### src/rtl/irq_ctrl_pkg.sv
package irq_ctrl_pkg;

    localparam int unsigned NUM_LINES = 8;
    localparam int unsigned VEC_W     = 8;
    localparam int unsigned ADDR_W    = 2;
    localparam int unsigned LINE_W    = $clog2(NUM_LINES);
    localparam int unsigned BASE_W    = VEC_W - LINE_W;

    typedef enum logic [ADDR_W-1:0] {
        REG_MASK = 2'd0,
        REG_BASE = 2'd1,
        REG_EOI  = 2'd2,
        REG_NONE = 2'd3
    } reg_sel_e;

    typedef enum logic {
        ACK_IDLE   = 1'b0,
        ACK_VECTOR = 1'b1
    } ack_phase_e;

    typedef struct packed {
        logic                 valid;
        logic [LINE_W-1:0]    idx;
        logic [NUM_LINES-1:0] onehot;
    } pick_t;

    // Lowest-numbered set bit wins (line 0 is most urgent).
    function automatic pick_t pick_lowest(input logic [NUM_LINES-1:0] v);
        pick_t p;
        p = '0;
        for (int i = NUM_LINES - 1; i >= 0; i--) begin
            if (v[i]) begin
                p.valid     = 1'b1;
                p.idx       = LINE_W'(i);
                p.onehot    = '0;
                p.onehot[i] = 1'b1;
            end
        end
        return p;
    endfunction

endpackage

### src/rtl/irq_edge_pending.sv
module irq_edge_pending
    import irq_ctrl_pkg::*;
(
    input  logic                 clk,
    input  logic                 rst,
    input  logic [NUM_LINES-1:0] irq_in,
    input  logic [NUM_LINES-1:0] clr,
    output logic [NUM_LINES-1:0] pending
);

    logic [NUM_LINES-1:0] prev_q;
    logic [NUM_LINES-1:0] rise;

    assign rise = irq_in & ~prev_q;

    always_ff @(posedge clk) begin
        if (rst) begin
            prev_q  <= '1;
            pending <= '0;
        end else begin
            prev_q  <= irq_in;
            pending <= (pending & ~clr) | rise;
        end
    end


    pend_hold_chk: assert property (@(posedge clk) disable iff (rst)
        ((pending & ~clr) != '0) |=>
            ((pending & $past(pending & ~clr)) == $past(pending & ~clr)));

endmodule

### src/rtl/irq_prio_resolve.sv
module irq_prio_resolve
    import irq_ctrl_pkg::*;
(
    input  logic [NUM_LINES-1:0] pending,
    input  logic [NUM_LINES-1:0] mask,
    input  logic [NUM_LINES-1:0] isr,
    input  ack_phase_e           phase,
    output pick_t                winner,
    output logic                 raise
);

    logic [NUM_LINES-1:0] cand;
    pick_t                top_srv;
    logic                 outranks;

    always_comb begin
        cand     = pending & ~mask;
        winner   = pick_lowest(cand);
        top_srv  = pick_lowest(isr);
        outranks = !top_srv.valid || (winner.idx < top_srv.idx);
        raise    = winner.valid && outranks && (phase == ACK_IDLE);
    end

endmodule

### src/rtl/irq_service_ctl.sv
module irq_service_ctl
    import irq_ctrl_pkg::*;
(
    input  logic               clk,
    input  logic               rst,
    input  logic               int_ack,
    input  logic               raise,
    input  pick_t              winner,
    input  logic               eoi,
    input  logic [BASE_W-1:0]  base,
    output logic [NUM_LINES-1:0] take_clr,
    output logic [NUM_LINES-1:0] isr,
    output ack_phase_e         phase,
    output logic [VEC_W-1:0]   vec_data,
    output logic               vec_valid
);

    logic                 take;
    logic [LINE_W-1:0]    line_q;
    logic [NUM_LINES-1:0] eoi_clr;
    pick_t                srv_top;

    always_comb begin
        take     = int_ack && raise;
        take_clr = take ? winner.onehot : '0;
        srv_top  = pick_lowest(isr);
        eoi_clr  = eoi ? srv_top.onehot : '0;
    end

    always_ff @(posedge clk) begin
        if (rst) begin
            isr       <= '0;
            phase     <= ACK_IDLE;
            line_q    <= '0;
            vec_data  <= '0;
            vec_valid <= 1'b0;
        end else begin
            vec_valid <= 1'b0;
            isr       <= (isr & ~eoi_clr) | take_clr;
            case (phase)
                ACK_IDLE: begin
                    if (take) begin
                        phase  <= ACK_VECTOR;
                        line_q <= winner.idx;
                    end
                end
                ACK_VECTOR: begin
                    if (int_ack) begin
                        vec_data  <= {base, line_q};
                        vec_valid <= 1'b1;
                        phase     <= ACK_IDLE;
                    end
                end
                default: phase <= ACK_IDLE;
            endcase
        end
    end


    ack_moves_chk: assert property (@(posedge clk) disable iff (rst)
        take |=> ((isr & $past(winner.onehot)) != '0));


    vec_after_ack_chk: assert property (@(posedge clk) disable iff (rst)
        vec_valid |-> $past(phase == ACK_VECTOR && int_ack));


    eoi_one_chk: assert property (@(posedge clk) disable iff (rst)
        (eoi && !take && isr != '0) |=> ($countones(isr) == $countones($past(isr)) - 1));


    eoi_empty_chk: assert property (@(posedge clk) disable iff (rst)
        (eoi && !take && isr == '0) |=> (isr == '0));

endmodule

### src/rtl/irq_prio_ctrl.sv
module irq_prio_ctrl
    import irq_ctrl_pkg::*;
(
    input  logic                 clk,
    input  logic                 rst,
    input  logic [NUM_LINES-1:0] irq_in,
    input  logic                 reg_wr,
    input  logic [ADDR_W-1:0]    reg_addr,
    input  logic [VEC_W-1:0]     reg_wdata,
    input  logic                 int_ack,
    output logic                 int_req,
    output logic [VEC_W-1:0]     vec_data,
    output logic                 vec_valid
);

    logic [NUM_LINES-1:0] mask_q;
    logic [BASE_W-1:0]    base_q;
    logic [NUM_LINES-1:0] pending;
    logic [NUM_LINES-1:0] isr;
    logic [NUM_LINES-1:0] take_clr;
    pick_t                winner;
    ack_phase_e           phase;
    logic                 raise;
    logic                 eoi;
    reg_sel_e             sel;

    assign sel = reg_sel_e'(reg_addr);
    assign eoi = reg_wr && (sel == REG_EOI);

    always_ff @(posedge clk) begin
        if (rst) begin
            mask_q <= '1;
            base_q <= '0;
        end else if (reg_wr) begin
            case (sel)
                REG_MASK: mask_q <= reg_wdata[NUM_LINES-1:0];
                REG_BASE: base_q <= reg_wdata[VEC_W-1:LINE_W];
                default:  ;
            endcase
        end
    end

    irq_edge_pending u_pend (
        .clk     (clk),
        .rst     (rst),
        .irq_in  (irq_in),
        .clr     (take_clr),
        .pending (pending)
    );

    irq_prio_resolve u_res (
        .pending (pending),
        .mask    (mask_q),
        .isr     (isr),
        .phase   (phase),
        .winner  (winner),
        .raise   (raise)
    );

    irq_service_ctl u_srv (
        .clk       (clk),
        .rst       (rst),
        .int_ack   (int_ack),
        .raise     (raise),
        .winner    (winner),
        .eoi       (eoi),
        .base      (base_q),
        .take_clr  (take_clr),
        .isr       (isr),
        .phase     (phase),
        .vec_data  (vec_data),
        .vec_valid (vec_valid)
    );

    assign int_req = raise;


    masked_no_int_chk: assert property (@(posedge clk) disable iff (rst)
        int_req |-> ((pending & ~mask_q) != '0));


    int_hold_chk: assert property (@(posedge clk) disable iff (rst)
        (int_req && !int_ack && !reg_wr) |=> int_req);


    nest_block_chk: assert property (@(posedge clk) disable iff (rst)
        (int_req && isr != '0) |-> ((pending & ~mask_q & (isr - 8'd1) & ~isr) != '0));

endmodule

### config.mk
export PLATFORM = sky130hd
export DESIGN_NAME = irq_prio_ctrl
export DESIGN_NICKNAME = d
export VERILOG_FILES = /design/src/rtl/irq_ctrl_pkg.sv /design/src/rtl/irq_edge_pending.sv /design/src/rtl/irq_prio_resolve.sv /design/src/rtl/irq_service_ctl.sv /design/src/rtl/irq_prio_ctrl.sv
export SDC_FILE = /design/constraint.sdc
export NUM_CORES = 1
export LEC_CHECK = 0
export ABC_AREA = 1
export CAP_MARGIN = 20
export CORE_UTILIZATION = 30
export CTS_CLUSTER_DIAMETER = 60
export DETAILED_ROUTE_END_ITERATION = 6
export PLACE_DENSITY = 0.49
export SETUP_SLACK_MARGIN = 0.4
export SYNTH_ARGS = -nofsm -noshare
export SYNTH_HDL_FRONTEND = slang
export SYNTH_HIERARCHICAL = 1
export SYNTH_SLANG_ARGS = --single-unit
### constraint.sdc
create_clock -name clk -period 2.8 [get_ports clk]
set_clock_uncertainty 0.1 [all_clocks]
set_input_delay 0.56 -clock clk [delete_from_list [all_inputs] [get_ports clk]]
set_output_delay 0.56 -clock clk [all_outputs]
set_load 0.02 [all_outputs]
# After elaboration in Yosys (flattened, before gate mapping)
# Index checks and enable logic that the tools add are counted.
# word_totals
regBits	50
out_inout_bits	10
wordCells	57
input_bits	22
# op_classes
eq_ne	2
muxes	22
magnitude_cmp	1
bitwise_logic	11
reduce_logical	12
# op_table
op	count
12-bit 2-to-1 mux	16
8-bit bitwise AND	4
8-bit inverter	4
8-bit 2-to-1 mux	2
8-bit bitwise OR	2
2-bit AND reduction	4
1-bit logical AND	4
3-bit less-than comparator	1
1-bit 2-to-1 mux	3
2-bit by 1-bit == test with 1-bit output, second input constant	1
2-bit == test, second input constant	1
2-bit zero test	1
1-bit one-hot mux with 2 select lines	1
2-bit OR reduction	1
1-bit zero test	1
1-bit logical OR	1
1-bit inverter	1

# Longest topological paths before layout
# Gate-level depths: netlist of the first run.
# depth
ltp_word	19
depth_mapped	18
depth_no_buf	18

# Hierarchy
# Netlist of the first run, hierarchy kept.
# modules_own_cells
mod	seq_area_each_um2	cells_per_inst	instances	area_per_inst_um2
irq_service_ctl	420.4	114	1	840.8
irq_edge_pending	320.3	65	1	541.8
irq_prio_ctrl	260.2	71	1	535.5
irq_prio_resolve	0.0	76	1	350.3

# Worst setup path before layout of the first run
# Ideal clock, no wire load.
# synth_path
path_kind	register -> register
startpoint	register u_pend.pending[0]
endpoint	register u_srv.line_q[2]
synth_period_minus_slack_ps	2408
stages_incl_launch_ff	16
path_slack_ps	392
t_required_ps	2584
setup_ps	116
n_path_buf	0
arrival_time_ps	2192
path_cell_list	dfxtp_1 inv_1 or2_4 o21ai_0 nor2_1 inv_1 nor2_1 ha_1 a21oi_1 nand2_1 a21oi_2 nand2_2 nor2_2 inv_2 o21ai_1 a21oi_1
# synth_lines
element	line	rtl
start, declared	irq_edge_pending.sv:8	output logic [NUM_LINES-1:0] pending
start signal, assigned	irq_edge_pending.sv:22	pending <= (pending & ~clr) | rise;
end signal, assigned	irq_service_ctl.sv:44	line_q <= winner.idx;
end, declared	irq_service_ctl.sv:19	logic [LINE_W-1:0] line_q;

==> results.cfg, run 1 <==
[run_status]
status = complete, no violations

[sta]
rsz0062_at_grt = true
max_freq_mhz = 376
drv_slew = 0
setup_slack_ns = 0.137
setup_tns_ns = 0
tightestPinTransition_ns = 0.312
hold_ws_ns = 0.348
period_minus_slack_ns = 2.66
finalCritPeriodShare_pct = 95.1
relSlewSlack_pct = 79.2
hold_viol_final = 0
finalSetupViolCount = 0

[floorplanning]
coreArea_um2 = 7290
io_pins = 32
die_y_um = 89.0
dieWidth_um = 89.0
start_util_pct = 31.1
dieArea_um2 = 7910
num_rows = 31

[worst_setup_path]
cp-start-kind = flop
reg2reg_from = u_pend/pending[0]
worstPathCellList = inv_1 > or2_4 > o21ai_4 > nor2_2 > inv_1 > nor2_2 > ha_1 > nand2_1 > o21bai_2 > nand2_2 > a21oi_4 > buf_6
end_kind = output port
reg2reg_depth = 18
cp_slowest_cell = dfxtp_2
critPathMaxFanout = 2
r2r_slack_ns = 0.47
critPathLaunch = u_pend/pending[0]
slowest_delay_ns = 0.33
critPathRequiredTime_ns = 2.14
worst-setup-path-type = reg -> out
crit_arrival_ns = 2.00

[logic_synthesis]
synth_top_family_by_area = simple AND/OR/NAND/NOR gates
yosysWarnings = 6
avgSynthCellArea_um2 = 6.96
synthSimpleGateAreaFrac_pct = 35.3
netlist_area_um2 = 2270
yosysUniqueCellTypes = 30
muxShareOfSynthArea_pct = 0
synth_top_area_share_pct = 44.1
synthTopCellsByArea = dfxtp_1 (44%), nand2_1 (15%), inv_1 (9.4%)
synth_fa_ha_area_share_pct = 1.10
synth-main-ff-cell = dfxtp_1
synth.ff_latch_count = 50
synthArstFlopShare_pct = 0
yosysSeqAreaShare_pct = 44.1
synth_compound_gate_area_share_pct = 6.95
yosys.area_share.xor_xnor_pct = 0
synth_edf_count = 0
synth.largest_area_cell = dfxtp_1
syn-num-nets = 350
syn_inst = 326

[global_routing]
grt_max_degree = 27
antenna_found_initial = 0
grt_pass1_vias = 1877
track_usage_pct = 13.2
grt_first_pass_wirelength_um = 8110
grt-ovfl-total = 0

[route]
vias_per_cell = 4.13
num_vias = 2004
drc = 0
wire_per_inst_um = 9.92
wl_um = 4810
dr.pass1.iters = 4
drtAntennaViolNets = 0
drt_iter0_drc = 98

[cts]
clock_path_buffers = 2
cts_root_buffer = clkbuf_8
clkSlewWorstSetupHoldPaths_ns = 0.09
cts_tree = built
cts_sinks = 50
htreeDepth = 2
clk_latency_ns = 0.30
cts_buffers = 5
cts_hold_buf = 0

[power_and_ir_drop]
power_leakage_uw = 0.00151
power_density_nw_per_um2 = 495
power_uw = 1510
vdd.ir_drop.worst_v = 0.000356

[hold_path]
hold_depth = 2
min_from = base_q[2]
hp-class = reg -> reg

[final_layout]
layout_commonest_cell = nand2_1
stdcell_count = 485
fillers = 813
diodes = 0
drive_above_1_share_pct = 18.7
synthToLayoutAreaGrowth_pct = 34.5
final_cell_mix = nand2_1 (91), inv_1 (57), dfxtp_1 (47)
nets = 409

[placed_design]
dpl_worst_slack_ns = -0.0712
dp.final_hpwl_um = 3680
place_congestion = 0.835
place_inst = 474
port_buffers = 31

[run]
cap_violations = 0
-- routing by layer --
| metal | share of wire, % | vias to the layer above | wire length, um | GRT usage, % |
|---|---|---|---|---|
| li1 | - | 1114 | - | - |
| met1 | 52 | 859 | 2480 | 17.6 |
| met2 | 46 | 25 | 2210 | 21.7 |
| met3 | 1.6 | 6 | 79 | 2.31 |
| met4 | 0.85 | 0 | 41 | 4.47 |
| met5 | 0 | - | 0 | 0 |
-- metrics by stage --
step	util (%)	area, um2
2_1_floorplan	-	2280
3_3_place_gp	38.9	2840
3_5_place_dp	38.9	2840
4_1_cts	41.2	3000
5_1_grt	41.8	3050
6_report	41.8	3050
-- synth_stat cells, types with 2 or more instances --
cell type,count
nand3_1,28
nor3_1,4
ha_1,2
inv_1,57
o21ai_0,5
buf_6,3
inv_2,5
nand2_4,2
dfxtp_1,50
or2_2,5
nand2_2,4
a21oi_1,17
or2_1,3
nor2_1,34
nand2_1,92
-- logic make-up after synthesis --
logic type / count (synthesis)
simple gates: 178
buf+inv: 68
flops: 50
compound gates: 28
fa+ha+maj: 2
-- timing repair --
item,in CTS,in global routing
resized for setup,13,11
endpoints found under the setup margin,7,19
buffers inserted,1,2
pin swaps,2,7
-- sequential cells by signal (all words and copies together), names as in the netlist --
name	count
u_pend/prev_q	8
u_srv/vec_data	8
base_q	5
u_pend/pending	8
u_srv/line_q	3
u_srv/vec_valid	1
u_srv/isr	8
u_srv/phase	1
mask_q	8
-- worst max-delay path, delay by kind of cell, from the launching register on --
family | cells | cell delay, ns
AOI/OAI and AO/OA | 3 | 0.32
buffers and inverters | 3 | 0.24
and+or+nand+nor | 5 | 0.49
adders and majority gates | 1 | 0.31
DFF | 1 | 0.33
-- report_power, final --
part           internal (uW)  switching [uW]
registers                737            12.9
logic                   71.2            75.6
clock network            381             234
total                   1190             322
-- final timing paths --
kind                             to
setup / recovery            int_req
hold / removal    u_srv/vec_data[5]
setup reg to reg  u_pend/pending[2]
hold reg to reg   u_srv/vec_data[5]
-- area by class of cell --
class                           instances  area (um2)  share of cell area (%)
Multi-Input combinational cell        208        1030                    33.9
Sequential cell                        50        1000                    32.9
Timing Repair Buffer                   57         507                    16.6
Inverter                               63         239                    7.83
Tap cell                               99         124                    4.06
Clock buffer                            6        82.6                    2.71
Clock inverter                          2        60.1                    1.97
(Power assumes the default switching activity.)
==> run 2: changes to the inputs <==
CORE_MARGIN = 2   (was not set)
==> run 2 against run 1 <==
Critical path type unchanged. Register-to-register slack is essentially flat. First-iteration DRC count decreased by 47%. Count of clock-buffer cells in the layout is 1 lower. Setup slack improved by 0.042 ns. Sequential cell count unchanged. Global-route usage shrank 0.83 points. Utilization rose by 0.98 points.
==> results.cfg, run 2 (synthesis gave the netlist of run 1 again) <==
[power_and_ir_drop]
clkPwrFrac_pct = 35.9
seqPwrFrac_pct = 52.8
pwr-share-comb_pct = 11.3
swShare_pct = 23.9
power_leakage_uw = 0.00151
vdd.ir_drop.worst_v = 0.000301
p_int_uw = 1080
power_uw = 1420
power_density_nw_per_um2 = 456
p_sw_uw = 340

[worst_setup_path]
end_kind = output port
worst-setup-path-type = reg -> out
critPathRequiredTime_ns = 2.14
crit_arrival_ns = 1.96
critPathMaxFanout = 2
cp-start-kind = flop

[cts]
cts_root_buffer = clkbuf_8
cts_hold_buf = 0
cts_tree = built
clkSlewWorstSetupHoldPaths_ns = 0.09
clk_latency_ns = 0.30
clock_path_buffers = 2
cts_sinks = 50
htreeDepth = 2
cts_buffers = 5

[route]
dr.pass1.iters = 4
drtAntennaViolNets = 0
wire_per_inst_um = 10.4
wl_um = 5030
vias_per_cell = 4.20
drt_iter0_drc = 52
num_vias = 2029
drc = 0

[run]
cap_violations = 0

[final_layout]
synthToLayoutAreaGrowth_pct = 37.6
final_cell_mix = nand2_1 (82), inv_1 (55), dfxtp_1 (45)
diodes = 0
drive_above_1_share_pct = 24.0
fin_area_um2 = 3120
layout_commonest_cell = nand2_1
nets = 407

[global_routing]
antenna_found_initial = 0
track_usage_pct = 12.4
grt_max_degree = 17
grt_first_pass_wirelength_um = 8390
grt-ovfl-total = 0
grt_pass1_vias = 1827

[floorplanning]
num_rows = 31
start_util_pct = 31.1
io_pins = 32
die_y_um = 91.0
dieWidth_um = 91.0
dieArea_um2 = 8270
coreArea_um2 = 7290

[sta]
hold_ws_ns = 0.347
drv_slew = 0
relSlewSlack_pct = 75.8
setup_slack_ns = 0.179
finalCritPeriodShare_pct = 93.6
max_freq_mhz = 382
finalSetupViolCount = 0
rsz0062_at_grt = true
tightestPinTransition_ns = 0.361
hold_viol_final = 0
period_minus_slack_ns = 2.62
setup_tns_ns = 0

[placed_design]
dp.final_hpwl_um = 3760
place_congestion = 0.795
port_buffers = 31
dpl_worst_slack_ns = -0.0577
placed_cell_area_um2 = 2830

[run_status]
status = complete, no violations

[hold_path]
hp-class = reg -> reg
## run 2: cell types whose count changed in the layout (fill, tap and decap cells not counted), moves of 3 or more
cell     delta
nand2_1     -9
nand2_2     +8
nor2_4      +4
buf_4       -3
nor2_1      -3
## run 2: cell type report
| cell class | instances | area, um2 |
|---|---|---|
| inverters | 63 | 244 |
| clock inverters | 3 | 43.8 |
| repair buffers | 55 | 495 |
| flip-flops and latches | 50 | 1010 |
| multi-input cells | 208 | 1140 |
| fillers | 812 | 4170 |
| well taps | 99 | 124 |
| clock buffers | 5 | 68.8 |
## run 2: power by group through the flow
stage                     sequential [uW]  clock, uW  combinational (uW)
final                                 751        511                 161
after CTS                             750        535                 150
after global placement                765          0                 143
after global routing                  754        564                 181
after detailed placement              766          0                 144
after floorplan                       763          0                80.0
## run 2: metal layers
layer	track usage, %	vias up	part of all wire, %	routed length, um
li1	-	1107	-	-
met1	17.2	898	50	2540
met2	19.3	19	46	2310
met3	2.82	5	2.4	122
met4	3.41	0	1.1	54
met5	0	-	0	0
## run 2: worst max-delay path: stages, from the launching register on
cell and delay (ns):
dfxtp_2 0.34, inv_2 0.03, or2_4 0.25, o21ai_4 0.08, nor2_4 0.06, inv_2 0.07, nor2_4 0.05, ha_4 0.25
nand2_2 0.06, o21bai_4 0.10, nand2_2 0.08, a21oi_4 0.16, buf_6 0.13
## run 2: what timing repair did
item	4_1_cts	5_1_grt
setup buffers	0	2
endpoints found under the hold margin	0	0
gates resized for setup	22	32
setup endpoints to repair	8	20
pin swaps	3	10
## run 2: final timing paths
kind	startpoint	end	slack [ns]	cells after the start
hold reg to reg	u_srv/line_q[1]	u_srv/vec_data[1]	0.35	2
setup / recovery	u_pend/pending[0]	int_req	0.18	12
hold / removal	u_srv/line_q[1]	u_srv/vec_data[1]	0.35	2
setup reg to reg	u_pend/pending[0]	u_pend/pending[2]	0.46	19
## run 2: per-stage QoR
| stage | cells | util, % |
|---|---|---|
| 3_5_place_dp | 473 | 38.8 |
| 3_3_place_gp | 473 | 38.8 |
| 6_report | 483 | 42.8 |
| 4_1_cts | 481 | 41.0 |
| 5_1_grt | 483 | 42.8 |
| 2_1_floorplan | 326 | - |
